===== config.mk =====
export PLATFORM = sky130hd
export DESIGN_NAME = uart_regfifo
export DESIGN_NICKNAME = d
export VERILOG_FILES = /design/src/rtl/uart_regs_pkg.sv /design/src/rtl/uart_baud.sv /design/src/rtl/uart_fifo.sv /design/src/rtl/uart_tx.sv /design/src/rtl/uart_rx.sv /design/src/rtl/uart_regfifo.sv
export SDC_FILE = /design/constraint.sdc
export NUM_CORES = 1
export LEC_CHECK = 0
export BUFFER_PORTS_ARGS = -buffer_cell sky130_fd_sc_hd__buf_2
export CORE_AREA = 2 2 190 192
export DETAILED_ROUTE_END_ITERATION = 8
export DIE_AREA = 0 0 192 194
export PLACE_DENSITY_LB_ADDON = 0.15
export SKIP_CTS_REPAIR_TIMING = 1
export SLEW_MARGIN = 20
export SYNTH_ARGS = -nofsm -noshare
export SYNTH_HDL_FRONTEND = slang
export SYNTH_SLANG_ARGS = --single-unit

===== constraint.sdc =====
create_clock -name clk -period 5.3 [get_ports clk]
set_clock_uncertainty 0.2 [all_clocks]
set_input_delay 0.795 -clock clk [delete_from_list [all_inputs] [get_ports clk]]
set_output_delay 0.795 -clock clk [all_outputs]
set_load 0.01 [all_outputs]

===== src/rtl/uart_regs_pkg.sv =====
`timescale 1ns/1ps
package uart_regs_pkg;
  localparam logic [4:0] OFF_CTL  = 5'h00;
  localparam logic [4:0] OFF_BAUD = 5'h04;
  localparam logic [4:0] OFF_FCFG = 5'h08;
  localparam logic [4:0] OFF_STAT = 5'h10;
  localparam logic [4:0] OFF_DATA = 5'h14;

  localparam int CB_RXRST = 6;
  localparam int CB_TXRST = 7;
  localparam int CB_BRK   = 14;
  localparam int CB_RXEVN = 16;
  localparam int CB_RXPAR = 17;
  localparam int CB_TXEVN = 18;
  localparam int CB_TXPAR = 19;
  localparam int CB_LOOP  = 20;
  localparam int CB_RXEN  = 21;
  localparam int CB_TXEN  = 22;
  localparam int CB_BRGEN = 23;

  localparam logic [31:0] CTL_RESET  = 32'h0000_3705;
  localparam logic [31:0] CTL_WMASK  = 32'h00FF_7F1F;
  localparam logic [31:0] FCFG_RESET = 32'h0000_4400;
  localparam logic [31:0] FCFG_WMASK = 32'h0000_FF00;

  typedef enum logic [2:0] {S_IDLE, S_START, S_DATA, S_PAR, S_STOP} ser_state_t;

  // number of data bits for a symbol-size code
  function automatic logic [3:0] data_bits(input logic [1:0] code);
    return 4'd5 + {2'b00, code};
  endfunction

  // stop length in sample ticks for a stop code
  function automatic logic [4:0] stop_ticks(input logic [3:0] code);
    return 5'd9 + {1'b0, code};
  endfunction

  function automatic logic [7:0] data_mask(input logic [3:0] nbits);
    return 8'hFF >> (4'd8 - nbits);
  endfunction

  function automatic logic par_bit(input logic [7:0] d, input logic even);
    return even ? (^d) : ~(^d);
  endfunction
endpackage


===== src/rtl/uart_baud.sv =====
`timescale 1ns/1ps
module uart_baud #(
  parameter int BW = 16
) (
  input  logic          clk,
  input  logic          rst_n,
  input  logic          en,
  input  logic [BW-1:0] word,
  output logic          tick
);
  logic [BW:0] cnt_q;
  logic [BW:0] lim;

  assign lim  = {word, 1'b1};
  assign tick = en && (cnt_q == lim);

  always_ff @(posedge clk or negedge rst_n) begin
    if (!rst_n)       cnt_q <= '0;
    else if (!en)     cnt_q <= '0;
    else if (tick)    cnt_q <= '0;
    else              cnt_q <= cnt_q + 1'b1;
  end
endmodule


===== src/rtl/uart_fifo.sv =====
`timescale 1ns/1ps
module uart_fifo #(
  parameter int W     = 8,
  parameter int DEPTH = 16
) (
  input  logic         clk,
  input  logic         rst_n,
  input  logic         flush,
  input  logic         push,
  input  logic [W-1:0] din,
  input  logic         pop,
  output logic [W-1:0] dout,
  output logic         empty,
  output logic         full
);
  localparam int AW = $clog2(DEPTH);
  logic [W-1:0] mem [DEPTH];
  logic [AW:0]  wp_q, rp_q;

  assign empty = (wp_q == rp_q);
  assign full  = (wp_q[AW] != rp_q[AW]) && (wp_q[AW-1:0] == rp_q[AW-1:0]);
  assign dout  = mem[rp_q[AW-1:0]];

  always_ff @(posedge clk) begin
    if (push && !full) mem[wp_q[AW-1:0]] <= din;
  end

  always_ff @(posedge clk or negedge rst_n) begin
    if (!rst_n) begin
      wp_q <= '0;
      rp_q <= '0;
    end else if (flush) begin
      wp_q <= '0;
      rp_q <= '0;
    end else begin
      if (push && !full) wp_q <= wp_q + 1'b1;
      if (pop && !empty) rp_q <= rp_q + 1'b1;
    end
  end
endmodule


===== src/rtl/uart_tx.sv =====
`timescale 1ns/1ps
module uart_tx
  import uart_regs_pkg::*;
(
  input  logic       clk,
  input  logic       rst_n,
  input  logic       en,
  input  logic       tick,
  input  logic [3:0] nbits,
  input  logic [4:0] stop_len,
  input  logic       par_en,
  input  logic       par_even,
  input  logic       brk,
  input  logic       have,
  input  logic [7:0] din,
  output logic       pop,
  output logic       busy,
  output logic       txd
);
  ser_state_t st_q;
  logic [4:0] cnt_q;
  logic [2:0] idx_q;
  logic [7:0] sh_q;
  logic       par_q, line, stop_end, bit_end;
  logic [7:0] masked;

  assign masked   = din & data_mask(nbits);
  assign bit_end  = (cnt_q == 5'd15);
  assign stop_end = (cnt_q == stop_len - 5'd1);
  assign pop      = en && tick && have && (st_q == S_IDLE || (st_q == S_STOP && stop_end));
  assign busy     = (st_q != S_IDLE);

  always_ff @(posedge clk or negedge rst_n) begin
    if (!rst_n) begin
      st_q <= S_IDLE; cnt_q <= '0; idx_q <= '0; sh_q <= '0; par_q <= 1'b0;
    end else if (!en) begin
      st_q <= S_IDLE; cnt_q <= '0;
    end else if (pop) begin
      st_q  <= S_START; cnt_q <= '0; idx_q <= '0;
      sh_q  <= masked;
      par_q <= par_bit(masked, par_even);
    end else if (tick) begin
      cnt_q <= cnt_q + 5'd1;
      unique case (st_q)
        S_START: if (bit_end) begin st_q <= S_DATA; cnt_q <= '0; end
        S_DATA: if (bit_end) begin
          cnt_q <= '0;
          sh_q  <= sh_q >> 1;
          idx_q <= idx_q + 3'd1;
          if (idx_q == 3'(nbits - 4'd1)) st_q <= par_en ? S_PAR : S_STOP;
        end
        S_PAR: if (bit_end) begin st_q <= S_STOP; cnt_q <= '0; end
        S_STOP: if (stop_end) begin st_q <= S_IDLE; cnt_q <= '0; end
        default: cnt_q <= '0;
      endcase
    end
  end

  always_comb begin
    unique case (st_q)
      S_START: line = 1'b0;
      S_DATA:  line = sh_q[0];
      S_PAR:   line = par_q;
      default: line = 1'b1;
    endcase
  end

  assign txd = brk ? 1'b0 : line;
endmodule


===== src/rtl/uart_rx.sv =====
`timescale 1ns/1ps
module uart_rx
  import uart_regs_pkg::*;
(
  input  logic        clk,
  input  logic        rst_n,
  input  logic        en,
  input  logic        tick,
  input  logic        line,
  input  logic [3:0]  nbits,
  input  logic        par_en,
  input  logic        par_even,
  output logic        push,
  output logic [10:0] word
);
  ser_state_t st_q;
  logic [1:0] sync_q;
  logic       rx_s, prev_q, pbit_q, mid, bit_end;
  logic [4:0] cnt_q;
  logic [2:0] idx_q;
  logic [7:0] sh_q, data;
  logic       ferr, perr, brk;

  assign rx_s    = sync_q[1];
  assign mid     = (cnt_q == 5'd7);
  assign bit_end = (cnt_q == 5'd15);
  assign data    = sh_q >> (4'd8 - nbits);
  assign ferr    = !rx_s;
  assign brk     = ferr && (data == 8'h00);
  assign perr    = par_en && (pbit_q != par_bit(data, par_even));
  assign push    = en && tick && (st_q == S_STOP) && bit_end;
  assign word    = {brk, perr, ferr, data};

  always_ff @(posedge clk or negedge rst_n) begin
    if (!rst_n) begin
      sync_q <= 2'b11; prev_q <= 1'b1; st_q <= S_IDLE;
      cnt_q <= '0; idx_q <= '0; sh_q <= '0; pbit_q <= 1'b0;
    end else begin
      sync_q <= {sync_q[0], line};
      if (!en) begin
        st_q <= S_IDLE; cnt_q <= '0; prev_q <= 1'b1;
      end else if (tick) begin
        prev_q <= rx_s;
        cnt_q  <= cnt_q + 5'd1;
        unique case (st_q)
          S_IDLE: begin
            cnt_q <= '0;
            if (prev_q && !rx_s) st_q <= S_START;
          end
          S_START: if (mid) begin
            cnt_q <= '0; idx_q <= '0;
            st_q  <= rx_s ? S_IDLE : S_DATA;
          end
          S_DATA: if (bit_end) begin
            cnt_q <= '0;
            sh_q  <= {rx_s, sh_q[7:1]};
            idx_q <= idx_q + 3'd1;
            if (idx_q == 3'(nbits - 4'd1)) st_q <= par_en ? S_PAR : S_STOP;
          end
          S_PAR: if (bit_end) begin cnt_q <= '0; pbit_q <= rx_s; st_q <= S_STOP; end
          default: if (bit_end) begin cnt_q <= '0; st_q <= S_IDLE; end
        endcase
      end
    end
  end
endmodule


===== src/rtl/uart_regfifo.sv =====
`timescale 1ns/1ps
module uart_regfifo
  import uart_regs_pkg::*;
#(
  parameter int FIFO_DEPTH = 16,
  parameter int BAUD_W     = 16
) (
  input  logic        clk,
  input  logic        rst_n,
  input  logic [4:0]  bus_addr,
  input  logic        bus_wr,
  input  logic [31:0] bus_wdata,
  input  logic        bus_rd,
  output logic [31:0] bus_rdata,
  input  logic        rxd,
  output logic        txd
);
  localparam int RXW = 11;

  logic [31:0]       ctl_q, fcfg_q;
  logic [BAUD_W-1:0] baud_q;
  logic [1:0]        rst_pulse_q;
  logic              ovr_q;

  logic ctl_wr, baud_wr, fcfg_wr, stat_wr, data_wr, data_rd;
  assign ctl_wr  = bus_wr && (bus_addr == OFF_CTL);
  assign baud_wr = bus_wr && (bus_addr == OFF_BAUD);
  assign fcfg_wr = bus_wr && (bus_addr == OFF_FCFG);
  assign stat_wr = bus_wr && (bus_addr == OFF_STAT);
  assign data_wr = bus_wr && (bus_addr == OFF_DATA);
  assign data_rd = bus_rd && (bus_addr == OFF_DATA);

  logic brg_en, tx_en, rx_en, rx_flush, tx_flush, tick;
  logic [3:0] nbits;
  logic [4:0] stop_len;
  assign brg_en   = ctl_q[CB_BRGEN];
  assign tx_en    = ctl_q[CB_TXEN];
  assign rx_en    = ctl_q[CB_RXEN];
  assign rx_flush = rst_pulse_q[0];
  assign tx_flush = rst_pulse_q[1];
  assign nbits    = data_bits(ctl_q[13:12]);
  assign stop_len = stop_ticks(ctl_q[11:8]);

  always_ff @(posedge clk or negedge rst_n) begin
    if (!rst_n) begin
      ctl_q <= CTL_RESET; fcfg_q <= FCFG_RESET; baud_q <= '0; rst_pulse_q <= 2'b00;
    end else begin
      rst_pulse_q <= ctl_wr ? {bus_wdata[CB_TXRST], bus_wdata[CB_RXRST]} : 2'b00;
      if (ctl_wr)  ctl_q  <= bus_wdata & CTL_WMASK;
      if (fcfg_wr) fcfg_q <= bus_wdata & FCFG_WMASK;
      if (baud_wr) baud_q <= bus_wdata[BAUD_W-1:0];
    end
  end

  uart_baud #(.BW(BAUD_W)) i_baud (
    .clk(clk), .rst_n(rst_n), .en(brg_en), .word(baud_q), .tick(tick));

  // transmit path
  logic [7:0] tx_head;
  logic tx_empty, tx_full, tx_pop, tx_busy, tx_line;
  uart_fifo #(.W(8), .DEPTH(FIFO_DEPTH)) i_txq (
    .clk(clk), .rst_n(rst_n), .flush(tx_flush), .push(data_wr), .din(bus_wdata[7:0]),
    .pop(tx_pop), .dout(tx_head), .empty(tx_empty), .full(tx_full));

  uart_tx i_tx (
    .clk(clk), .rst_n(rst_n), .en(tx_en), .tick(tick), .nbits(nbits), .stop_len(stop_len),
    .par_en(ctl_q[CB_TXPAR]), .par_even(ctl_q[CB_TXEVN]), .brk(ctl_q[CB_BRK]),
    .have(!tx_empty), .din(tx_head), .pop(tx_pop), .busy(tx_busy), .txd(tx_line));
  assign txd = tx_line;

  // receive path
  logic [RXW-1:0] rx_word, rx_head;
  logic rx_push, rx_empty, rx_full, rx_in;
  assign rx_in = ctl_q[CB_LOOP] ? tx_line : rxd;

  uart_rx i_rx (
    .clk(clk), .rst_n(rst_n), .en(rx_en), .tick(tick), .line(rx_in), .nbits(nbits),
    .par_en(ctl_q[CB_RXPAR]), .par_even(ctl_q[CB_RXEVN]), .push(rx_push), .word(rx_word));

  uart_fifo #(.W(RXW), .DEPTH(FIFO_DEPTH)) i_rxq (
    .clk(clk), .rst_n(rst_n), .flush(rx_flush), .push(rx_push && !rx_full), .din(rx_word),
    .pop(data_rd), .dout(rx_head), .empty(rx_empty), .full(rx_full));

  always_ff @(posedge clk or negedge rst_n) begin
    if (!rst_n)                   ovr_q <= 1'b0;
    else if (rx_flush)            ovr_q <= 1'b0;
    else if (rx_push && rx_full)  ovr_q <= 1'b1;
    else if (stat_wr && !bus_wdata[7]) ovr_q <= 1'b0;
  end

  logic [31:0] stat;
  always_comb begin
    stat = '0;
    stat[5]  = tx_empty && !tx_busy;
    stat[7]  = ovr_q;
    stat[11] = !rx_empty;
  end

  always_comb begin
    unique case (bus_addr)
      OFF_CTL:  bus_rdata = ctl_q | {24'b0, rst_pulse_q, 6'b0};
      OFF_BAUD: bus_rdata = {{(32-BAUD_W){1'b0}}, baud_q};
      OFF_FCFG: bus_rdata = fcfg_q;
      OFF_STAT: bus_rdata = stat;
      OFF_DATA: bus_rdata = rx_empty ? 32'h0 : {{(32-RXW){1'b0}}, rx_head};
      default:  bus_rdata = 32'h0;
    endcase
  end
endmodule


Word-level counts from Yosys, hierarchy flattened
Memories as Yosys holds them, arrays and structs flattened. Cells that the tools add are included.

$mul: 0. Equality and inequality tests: 42. Div/mod/pow operators: 0. Order comparisons: 0. Bitwise logic cells: 4. Reductions and logical operators: 59. Shift-type cells: 2. Add/sub/neg operators: 14. Muxes and demuxes: 70.

Operator list (number): $pmux W24 S5 (1); $mux W5 (17); $mux W3 (24); $mux W17 (2); $mux W8 (4); $add A5 B1 Y5 const B (6); $logic_and A1 B1 Y1 (27); $or A24 B8 Y24 (1); $pmux W3 S4 (2); $ne A4 B3 Y1 const B (5); $pmux W5 S2 (2); $add A17 B1 Y17 const B (1); $eq A17 B17 Y1 (1); $reduce_bool A2 Y1 (8); $reduce_xor A8 Y1 (2); $eq A5 B4 Y1 const B (3); $eq A5 B5 Y1 (3); $ne A3 B2 Y1 const B (5); $reduce_and A7 Y1 (2); $mux W1 (13); $eq A3 B2 Y1 const B (4); $reduce_and A4 Y1 (3); $mux W11 (1); $eq A5 B3 Y1 const B (2); other kinds (32) (52).

Memories kept: 2. Word-level logic and storage cells: 215. RAM bits: 304. Flip-flop bits (word level): 127. ROM bits: 0. Input bits: 42. Latch bits: 0. Output and inout bits: 33.

Memories: i_rxq.mem (words 16, bits a word 11, rd ports 1, clocked after Yosys merged registers in 0, write ports 1, RTL line uart_fifo.sv:17) `logic [W-1:0] mem [DEPTH];`; i_txq.mem (words 16, bits a word 8, rd ports 1, clocked after Yosys merged registers in 0, write ports 1, RTL line uart_fifo.sv:17).

Logic depth before layout (Yosys ltp)
Gate-level depths: netlist of run 1.

Depth after elaboration: 9. Depth in mapped cells: 12. Depth with buffers taken out: 10.

Modules after synthesis
From an unflattened synthesis of run 1, not the netlist that was laid out.

Cell total of the unflattened synthesis: 1298. Area, all modules: 20305.7 µm².

Modules (own cells, without submodules): uart_fifo at i_rxq (cells each 340, times used 1, sequential area each 5535.3 µm², area each 7543.5 µm²); uart_fifo at i_txq (cells each 273, times used 1, sequential area each 4093.9 µm², area each 5755.5 µm²); uart_regfifo (cells each 207, times used 1, sequential area each 1187.4 µm², area each 2573.7 µm²); uart_rx (cells each 194, times used 1, sequential area each 579.3 µm², area each 1781.7 µm²); uart_tx (cells each 176, times used 1, sequential area each 500.5 µm², area each 1555.2 µm²); uart_baud (cells each 108, times used 1, sequential area each 425.4 µm², area each 1096.1 µm²).

Worst setup path after synthesis of run 1
Ideal clock, no wire load.

Path type: register to register. Start point: reg ctl_q[12]. End point: mem i_rxq.mem[0][9] (netlist name), data pin. Path buffers: 2. Data required time: 4889 ps. Slack: 1640 ps. Setup time: 211 ps. Cell stages (with the launch flop): 12. Data arrival time: 3249 ps. Period minus slack after synthesis: 3660 ps. Cells stage by stage: dfstp_2 clkbuf_1 inv_1 ha_1 buf_2 mux4_2 inv_1 ha_1 xnor2_1 xnor2_1 xnor2_1 and2_1.

Word-level cells in the longest chain between the ends: 8.

Ends and longest elaborated chain: start: declaration (RTL line uart_regfifo.sv:20) `logic [31:0] ctl_q, fcfg_q;`; start signal: assignment (RTL line uart_regfifo.sv:49) `if (ctl_wr) ctl_q <= bus_wdata & CTL_WMASK;`; $add A3 B2 Y4 * (RTL line uart_regs_pkg.sv:30) `return 4'd5 + {2'b00, code};`; $sub A4 B4 Y4 * (RTL line uart_rx.sv:27) `assign data = sh_q >> (4'd8 - nbits);`; $shr A8 B4 Y8 * (RTL line uart_rx.sv:27); named net i_rx.data[3] (RTL line uart_rx.sv:21) `logic [7:0] sh_q, data;`; $reduce_xor A8 Y1 * (RTL line uart_regs_pkg.sv:43) `return even ? (^d) : ~(^d);`; $not A1 Y1 (RTL line uart_regs_pkg.sv:43); $mux W1 * (RTL line uart_regs_pkg.sv:43); $ne A1 B1 Y1 * (RTL line uart_rx.sv:30) `assign perr = par_en && (pbit_q != par_bit(data, par_even));`; $logic_and A1 B1 Y1 * (RTL line uart_rx.sv:30); named net i_rx.perr (RTL line uart_rx.sv:22) `logic ferr, perr, brk;`; end: declaration (RTL line uart_fifo.sv:17).

Mark *: on every way through the listed nets, which the timed path passes. The rest lies on a longest branch.

Worst setup path after layout of run 1
Start point: reg i_rxq.rp_q[1]. End point: out bus_rdata[6].

Word-level cells in the longest chain between the ends: 3. Elaborated cells on any way between the ends: 4. Those cells by class: eq/ne: 1; mux: 2; memory: 1.

Ends and longest elaborated chain: start: declaration (RTL line uart_fifo.sv:18) `logic [AW:0] wp_q, rp_q;`; start signal: assignment (RTL line uart_fifo.sv:37) `if (pop && !empty) rp_q <= rp_q + 1'b1;`; $mem_v2 Z16 W11 or $eq A5 B5 Y1 (tied branches); $mux W11 * (RTL line uart_regfifo.sv:105) `OFF_DATA: bus_rdata = rx_empty ? 32'h0 : {{(32-RXW){1'b0}}, rx_head};`; $pmux W24 S5 * (RTL line uart_regfifo.sv:100) `unique case (bus_addr)`; end: declaration (RTL line uart_regfifo.sv:14) `output logic [31:0] bus_rdata,`.

Every way passes the cells marked *; elsewhere a longest branch is shown, timed or not.

==> results.cfg, run 1 <==
[run_status]
run_status = finished, final reports clean

[cells_and_area]
drive_gt1_share_pct = 23.46
final_area_um2 = 21400
nets = 1383
syn2layout_area_growth_pct = 12.32
final_common_cell = edfxtp_1
final_core_util_pct = 60.76
n_antenna_cell = 0
layout_common_cells = edfxtp_1 (304), dfrtp_1 (112), nor2_1 (85)

[timing]
fin_crit_ps = 4236
rsz0062_at_grt = false
fmax_mhz = 236.1
hold_viol = 0
worst-slew-pin-transition_ps = 1121
period_share_pct = 79.93
relSlewSlack_pct = 25.09
drv_slew = 0
setup_tns_ps = 0
setup_violations = 0
setup_slack_ps = 1064

[critical_path]
worstPathArrival_ps = 3240
cp_cell_sequence = xor2_1, nor4_1, nand2_1, nand4_1, o21ai_0, buf_2
path_class = flop to output port
start_kind = flop
max_stage_delay_ps = 800
r2r-end = i_rxq.mem[1][9]
cp.required_ps = 4300
crit_fanout = 26
slowest_stage = dfrtp_2
reg2reg_depth = 10
endpoint_kind = output port
r2r_start = ctl_q[12]
critical-path-top-delay-family = simple AND/OR/NAND/NOR gates
r2r_setup_slack_ps = 1120
cp_num_buf_inv = 1

[logic_synthesis]
syn_area_um2 = 19050
synth-xor-area-share_pct = 3.493
synth_top_family_by_area = multiplexers
synthSimpleGateAreaFrac_pct = 8.129
yosysTopAreaCell = edfxtp_1
yosys-top-cells-area = edfxtp_1 (48%), dfrtp_1 (15%), mux4_2 (8.7%), mux2_2 (3.5%), xor2_1 (1.9%)
synth-compound-area-share_pct = 3.868
synth_top_area_share_pct = 47.91
ys_warn_count = 0
seq_area_frac_synth_pct = 64.67
synthMuxAreaShare_pct = 15.31
syn_inst = 1248
synthAdderAreaFrac_pct = 1.642
async_flop_share_pct = 29.47
synthFlopType = edfxtp_1
ys_ff_latch = 431
ys_types = 67
synth_edf_count = 304
avgSynthCellArea_um2 = 15.27

[floorplan]
die_w_um = 192
rows = 69
start_util_pct = 54.10
die_h_um = 194
io-pin-count = 75
core_area_um2 = 35220
dieArea_um2 = 37250

[power_and_ir_drop]
cellPowerDensity_nw_per_um2 = 354.4
clock_power_share_pct = 43.6
p_int_mw = 5.918
p_leak_nw = 7.491
seqPwrFrac_pct = 50.4
p_switching_mw = 1.667
irDropWorstVdd_mv = 0.3036
p_total_mw = 7.585
power_frac_comb_pct = 5.9
switching_share_pct = 21.98

[detailed_routing]
avgViaCountPerCell = 5.937
ant_nets = 0
first_pass_iters = 5
drc = 0
vias = 10760
routedWlPerCell_um = 23.47
route.final.wire_length_um = 42530
drtIter0Drc = 855

[global_routing]
overflow = 0
grt_pass1_vias = 10670
grt_first_pass_wirelength_um = 64800
grt_max_degree = 97
grt_usage_pct = 23.44
antenna_found_initial = 3

[clock_tree]
clk_path_buf_depth = 3
worstSkewPairLatency_ps = 570
cts_made_buffers = 45
clk_pin_slew_ps = 60
htree_levels = 2
cts_sinks = 431
root_buffer = clkbuf_16
cts_tree = built

[placement]
gp_congestion = 0.8307
dpl.hpwl_um = 27200
post-place-ws_ps = 1026
io_buffer_count = 58
dpl_cell_area_um2 = 19820

[job]
maxCapViolCount = 0

[hold_path]
hp-class = input pin to async pin
==> state kept, by name (all words and copies together) (netlist names), 8 cells and up <==
name	count
baud_q	16
ctl_q	20
fcfg_q	8
i_baud.cnt_q	17
i_rx.sh_q	8
i_rxq.mem	176
i_tx.sh_q	8
i_txq.mem	128
==> per-stage QoR <==
stage / hold slack (ps) / cells
2_1_floorplan: 145.2 / 1255
3_3_place_gp: 151.0 / 1730
3_5_place_dp: 152.0 / 1730
4_1_cts: 164.9 / 1812
6_report: 98.79 / 1812
5_1_grt: 178.9 / 1812
==> logic make-up after synthesis <==
group / Yosys count
compound gates: 113
xor+xnor: 76
fa+ha+maj: 25
buf+inv: 118
flops: 431
mux: 177
other cells: 1
simple gates: 307
==> worst reg2reg max path: cells and delay by family, from the launching register on <==
family                   cells  cell delay, ps
flip-flops                   1             750
adder cells (fa/ha/maj)      2             990
XOR/XNOR                     3             530
AO/OA/AOI/OAI                1             520
AND/OR/NAND/NOR              2             700
buffers and inverters        2             220
==> final cells by class <==
cell class	instances	area [um2]
tap	461	576.8
clock inverter	24	279.0
multi-input combinational	706	6254
fill	2657	13820
clock buffer	58	1297
inverter	52	195.2
sequential	431	12330
timing repair buffer	80	474.2
==> layer usage <==
metal	vias up	global-route usage, %	part of all wire [%]
li1	4859	-	-
met1	5544	33.08	43
met2	297	38.80	50
met3	58	3.204	5.1
met4	0	5.994	2.0
met5	-	0	0
==> synthesized netlist by cell type, types with 4 or more instances <==
library cell / count
mux4_2: 74
nor3b_1: 5
a21oi_1: 23
nand2_1: 60
buf_1: 5
a22o_1: 4
nor2_1: 89
dfstp_2: 12
clkbuf_1: 33
dfrtp_1: 115
xor2_1: 42
and2_1: 16
buf_4: 14
nor3_1: 21
inv_1: 50
o21ai_0: 34
nand2b_1: 9
mux4_1: 9
and3_1: 11
ha_1: 25
a22oi_1: 11
xnor2_1: 34
edfxtp_1: 304
or4_1: 4
nand4_1: 18
mux2i_1: 35
nand3_1: 26
mux2_2: 59
nand3b_1: 5
nor4_1: 13
a311oi_1: 5
buf_2: 10
nor2b_1: 12
==> worst max-delay path by stage <==
stage                            end  slack, ps  cells after the start     startpoint
finish                  bus_rdata[6]       1060                      6  i_rxq.rp_q[1]
global route         i_rxq.mem[1][9]        720                     10      ctl_q[12]
CTS                  i_rxq.mem[1][9]       1020                     10      ctl_q[12]
detailed placement   i_rxq.mem[8][9]       1030                     10      ctl_q[12]
global placement    i_rxq.mem[11][9]       1160                      9      ctl_q[12]
floorplan            i_rxq.mem[0][9]       1640                     11      ctl_q[12]
==> power by group through the flow <==
stage                     registers, mW  logic (mW)  clock network [mW]
after floorplan                    3.84       0.335                   0
after global placement             3.89       0.437                   0
after detailed placement           3.89       0.449                   0
after CTS                          3.83       0.452                3.37
after global routing               3.84       0.499                3.50
final                              3.83       0.448                3.31
No activity file was read; power rests on OpenSTA's default activity.
==> run 2: changes to the inputs <==
==> constraint.sdc (replaced) <==
create_clock -name clk -period 3.95 [get_ports clk]
set_clock_uncertainty 0.2 [all_clocks]
set_input_delay 0.5925 -clock clk [delete_from_list [all_inputs] [get_ports clk]]
set_output_delay 0.5925 -clock clk [all_outputs]
set_load 0.01 [all_outputs]
==> results.cfg, run 2 (synthesis gave the netlist of run 1 again) <==
[floorplan]
dieArea_um2 = 37250
die_w_um = 192
start_util_pct = 54.10
core_area_um2 = 35220
rows = 69
die_h_um = 194
io-pin-count = 75

[critical_path]
cp.required_ps = 3160
r2r_setup_slack_ps = 280
r2r-end = i_rxq.mem[14][9]
reg2reg_depth = 9
worstPathArrival_ps = 3000
endpoint_kind = output port
crit_fanout = 9
crit_path_start = i_rxq.rp_q[0]
start_kind = flop
path_class = flop to output port
r2r_start = ctl_q[12]

[placement]
dpl_cell_area_um2 = 20180
io_buffer_count = 58
gp_congestion = 0.8476
dpl.hpwl_um = 28090
post-place-ws_ps = 312.8

[cells_and_area]
regArea_um2 = 12330
fill_cells = 2650
final_area_um2 = 21630
syn2layout_area_growth_pct = 13.53
multi_input_area_um2 = 6243
drive_gt1_share_pct = 24.91
largest_reg_flops = 176
layout_common_cells = edfxtp_1 (304), dfrtp_1 (112), nor2_1 (89)
n_antenna_cell = 0
final_common_cell = edfxtp_1
nets = 1431

[clock_tree]
clk_pin_slew_ps = 60
cts_sinks = 431
root_buffer = clkbuf_16
cts_tree = built
worstSkewPairLatency_ps = 580
htree_levels = 2
cts_made_buffers = 45
clk_path_buf_depth = 3

[detailed_routing]
ant_nets = 0
drc = 0
route.final.wire_length_um = 41970
vias = 10940
avgViaCountPerCell = 5.876
drtIter0Drc = 785
routedWlPerCell_um = 22.54
first_pass_iters = 5

[global_routing]
grt_pass1_vias = 11060
grt_first_pass_wirelength_um = 64850
antenna_found_initial = 0
overflow = 0
grt_usage_pct = 23.22
grt_max_degree = 69

[timing]
worst-slew-pin-transition_ps = 1053
fmax_mhz = 263.4
relSlewSlack_pct = 29.12
setup_slack_ps = 153.6
fin_crit_ps = 3796
period_share_pct = 96.11
rsz0062_at_grt = false
hold_viol = 0
drv_slew = 0
setup_violations = 0
setup_tns_ps = 0

[hold_path]
hp-class = input pin to flop
hold-path-cell-count = 2
hold_path.startpoint = bus_wdata[17]
whs_endpoint = ctl_q[17]

[power_and_ir_drop]
p_leak_nw = 7.676
p_total_mw = 9.824
cellPowerDensity_nw_per_um2 = 454.1
irDropWorstVdd_mv = 0.3703

[run_status]
run_status = finished, final reports clean

[job]
maxCapViolCount = 0
[run 2: power by group]
group | internal (mW) | switching, mW | total (mW)
Clock | 2.35 | 1.70 | 4.05
Sequential | 4.98 | 0.135 | 5.12
Combinational | 0.281 | 0.375 | 0.656
[run 2: worst max-delay path by stage]
stage,to,slack (ps),cells past startpoint
after floorplan,i_rxq.mem[0][9],290,11
after global placement,i_rxq.mem[14][9],320,9
after detailed placement,i_rxq.mem[13][9],310,9
after CTS,bus_rdata[1],40,6
after global routing,i_rxq.mem[14][9],20,11
final,bus_rdata[10],150,6
[run 2: area by class of cell]
class | instances | share of cell area, %
flip-flops and latches | 431 | 56.98
multi-input cells | 706 | 28.86
clock buffers | 69 | 6.050
repair buffers | 128 | 4.066
well taps | 461 | 2.666
inverters | 52 | 0.9023
clock inverters | 15 | 0.4743
[run 2: through the flow]
| step | instances | hold WS [ps] | util [%] |
|---|---|---|---|
| 6_report | 1862 | 45.19 | 61.41 |
| 5_1_grt | 1862 | 40.57 | 61.41 |
| 4_1_cts | 1860 | -168.2 | 61.30 |
| 3_5_place_dp | 1776 | 147.2 | 57.29 |
| 3_3_place_gp | 1776 | 148.3 | 57.29 |
| 2_1_floorplan | 1255 | 96.91 | - |
[run 2: critical path: stages, from the launching register on]
cell and delay (ps):
dfrtp_2 580, buf_4 290, mux4_2 570, mux4_2 540
inv_1 150, o221ai_1 130, buf_2 160
[run 2: layer usage]
layer | wire length (um) | share of wire [%] | vias to the layer above | track usage, %
li1 | - | - | 4952 | -
met1 | 18350 | 44 | 5592 | 32.94
met4 | 1357 | 3.2 | 0 | 8.878
met5 | 0 | 0 | - | 0
met3 | 2139 | 5.1 | 83 | 3.439
met2 | 20120 | 48 | 314 | 36.65
==> run 3: changes to the inputs <==
--- a/config.mk
+++ b/config.mk
@@ -5,10 +5,11 @@
 export SDC_FILE = /design/constraint.sdc
 export NUM_CORES = 1
 export LEC_CHECK = 0
+export ABC_AREA = 1
 export BUFFER_PORTS_ARGS = -buffer_cell sky130_fd_sc_hd__buf_2
-export CORE_AREA = 2 2 190 192
+export CORE_AREA = 2 2 194 196
 export DETAILED_ROUTE_END_ITERATION = 8
-export DIE_AREA = 0 0 192 194
+export DIE_AREA = 0 0 196 198
 export PLACE_DENSITY_LB_ADDON = 0.15
 export SKIP_CTS_REPAIR_TIMING = 1
 export SLEW_MARGIN = 20
==> results.cfg, run 3 <==
[logic_synthesis]
ys_top_cells_by_count = nand2_1 (427), edfxtp_1 (304), nor2_1 (278)
synth_edf_count = 304
ys_warn_count = 0
synth_top_area_share_pct = 45.74
synthFlopType = edfxtp_1
async_flop_share_pct = 29.47
syn_area_um2 = 19960
yosys-top-cells-area = edfxtp_1 (46%), dfrtp_1 (14%), nand2_1 (8.0%), nor2_1 (5.2%), inv_1 (4.5%)
syn_inst = 2030
ys_types = 53
ys_ff_latch = 431
yosysTopAreaCell = edfxtp_1
seq_area_frac_synth_pct = 61.74
yosys.cell_count.top_type = nand2_1
avgSynthCellArea_um2 = 9.831

[global_routing]
grt_max_degree = 92
grt_usage_pct = 25.56
antenna_found_initial = 0
overflow = 0
grt_first_pass_wirelength_um = 76420
grt_pass1_vias = 13900

[placement]
dp.cells = 2530
gp_congestion = 0.8808
dpl.hpwl_um = 31770
io_buffer_count = 58

[critical_path]
path_class = flop to output port
slowest_stage = clkinv_2
endpoint_kind = output port
cp_cell_sequence = clkinv_2, buf_4, nor2_1, o32ai_1, o211ai_1, nand3_1, nand2_1, o221ai_1, buf_2
cp_num_buf_inv = 3
worstPathArrival_ps = 2980
cp.required_ps = 3160
max_stage_delay_ps = 450
start_kind = flop
critical-path-top-delay-family = buffers and inverters
crit_fanout = 31

[cells_and_area]
largest_reg_flops = 176
syn2layout_area_growth_pct = 12.14
fill_cells = 3068
final_common_cell = nand2_1
nets = 2171
n_antenna_cell = 0
layout_common_cells = nand2_1 (427), edfxtp_1 (304), nor2_1 (278)
fin_cells = 2615
drive_gt1_share_pct = 10.18

[timing]
relSlewSlack_pct = 34.64
setup_violations = 0
hold_viol = 0
setup_tns_ps = 0
period_share_pct = 95.57
drv_slew = 0
fin_crit_ps = 3775
fmax_mhz = 264.9
rsz0062_at_grt = false
worst-slew-pin-transition_ps = 974.4

[detailed_routing]
drtIter0Drc = 1252
ant_nets = 0
avgViaCountPerCell = 5.529
first_pass_iters = 8
routedWlPerCell_um = 18.42
route.final.wire_length_um = 48170
drc = 0
vias = 14460

[run_status]
run_status = finished, final reports clean

[power_and_ir_drop]
cellPowerDensity_nw_per_um2 = 485.8
p_leak_nw = 9.074
irDropWorstVdd_mv = 0.3743

[floorplan]
die_h_um = 198
start_util_pct = 54.00
die_w_um = 196
core_area_um2 = 36960
rows = 71
io-pin-count = 75
dieArea_um2 = 38810

[clock_tree]
root_buffer = clkbuf_16
clk_pin_slew_ps = 60
cts_sinks = 431
cts_tree = built
htree_levels = 2
cts_made_buffers = 45
worstSkewPairLatency_ps = 580
clk_path_buf_depth = 3

[hold_path]
hp-class = input pin to flop

[job]
maxCapViolCount = 0
-- run 3: final timing paths --
check / startpoint / to / slack [ps] / cells past startpoint
min in group asynchronous: rst_n / i_rxq.wp_q[3] / 440 / 2
hold / removal: bus_wdata[16] / ctl_q[16] / 70 / 3
setup reg to reg: ctl_q[12] / i_rxq.mem[3][9] / 290 / 12
setup / recovery: i_rxq.rp_q[0] / bus_rdata[5] / 170 / 9
max in group asynchronous: rst_n / i_rx.sync_q[1] / 2260 / 3
hold reg to reg: i_rx.sync_q[0] / i_rx.sync_q[1] / 180 / 0
-- run 3: worst register-to-register path, delay by kind of cell, from the launching register on --
kind            cells  cell delay, ps
fa+ha+maj           2             660
compound gates      3             840
flops               1             670
simple gates        2             410
xor+xnor            2             300
buf+inv             3             310
-- run 3: logic make-up (layout without fill, tap and decap cells) --
logic type,after synthesis,after routing,synth area share (%)
AND/OR/NAND/NOR,897,897,18.75
multiplexers,16,16,0.8025
flip-flops,431,431,61.74
adder cells (fa/ha/maj),25,25,1.567
other,1,8,0.01879
AO/OA/AOI/OAI,300,300,9.072
XOR/XNOR,29,29,1.310
buffers and inverters,331,435,6.734
-- run 3: report_power, final --
part	internal (mW)	switching (mW)	total [mW]
Combinational	0.385	0.897	1.28
Sequential	5.07	0.162	5.23
Clock	2.59	1.77	4.36
-- run 3: per-layer routing --
metal  track usage (%)  vias up  wire (um)
met3             4.599       64       3125
met5                 0        -          0
li1                  -     6978          -
met2             41.27      419      22720
met4             7.295        0       1021
met1             35.81     6998      21310
-- run 3: final cells by class --
type / count / area (um2) / share of cell area [%]
Tap cell: 474 / 593.1 / 2.650
Timing Repair Buffer: 103 / 686.9 / 3.069
Clock buffer: 59 / 1222 / 5.462
Inverter: 248 / 932.1 / 4.165
Multi-Input combinational cell: 1275 / 6317 / 28.23
Clock inverter: 25 / 301.5 / 1.347
Sequential cell: 431 / 12330 / 55.08
-- run 3: stage by stage --
step	power, mW	hold slack [ps]	area [um2]	utilization (%)	worst slack (ps)
CTS	10.94	-124.7	22370	60.53	174.3
global route	11.32	54.84	22380	60.56	8.989
floorplan	6.188	96.91	19980	-	468.9
detailed placement	6.588	166.4	20840	56.40	340.2
global placement	6.551	165.4	20840	56.40	480.0
finish	10.87	66.46	22380	60.56	174.9
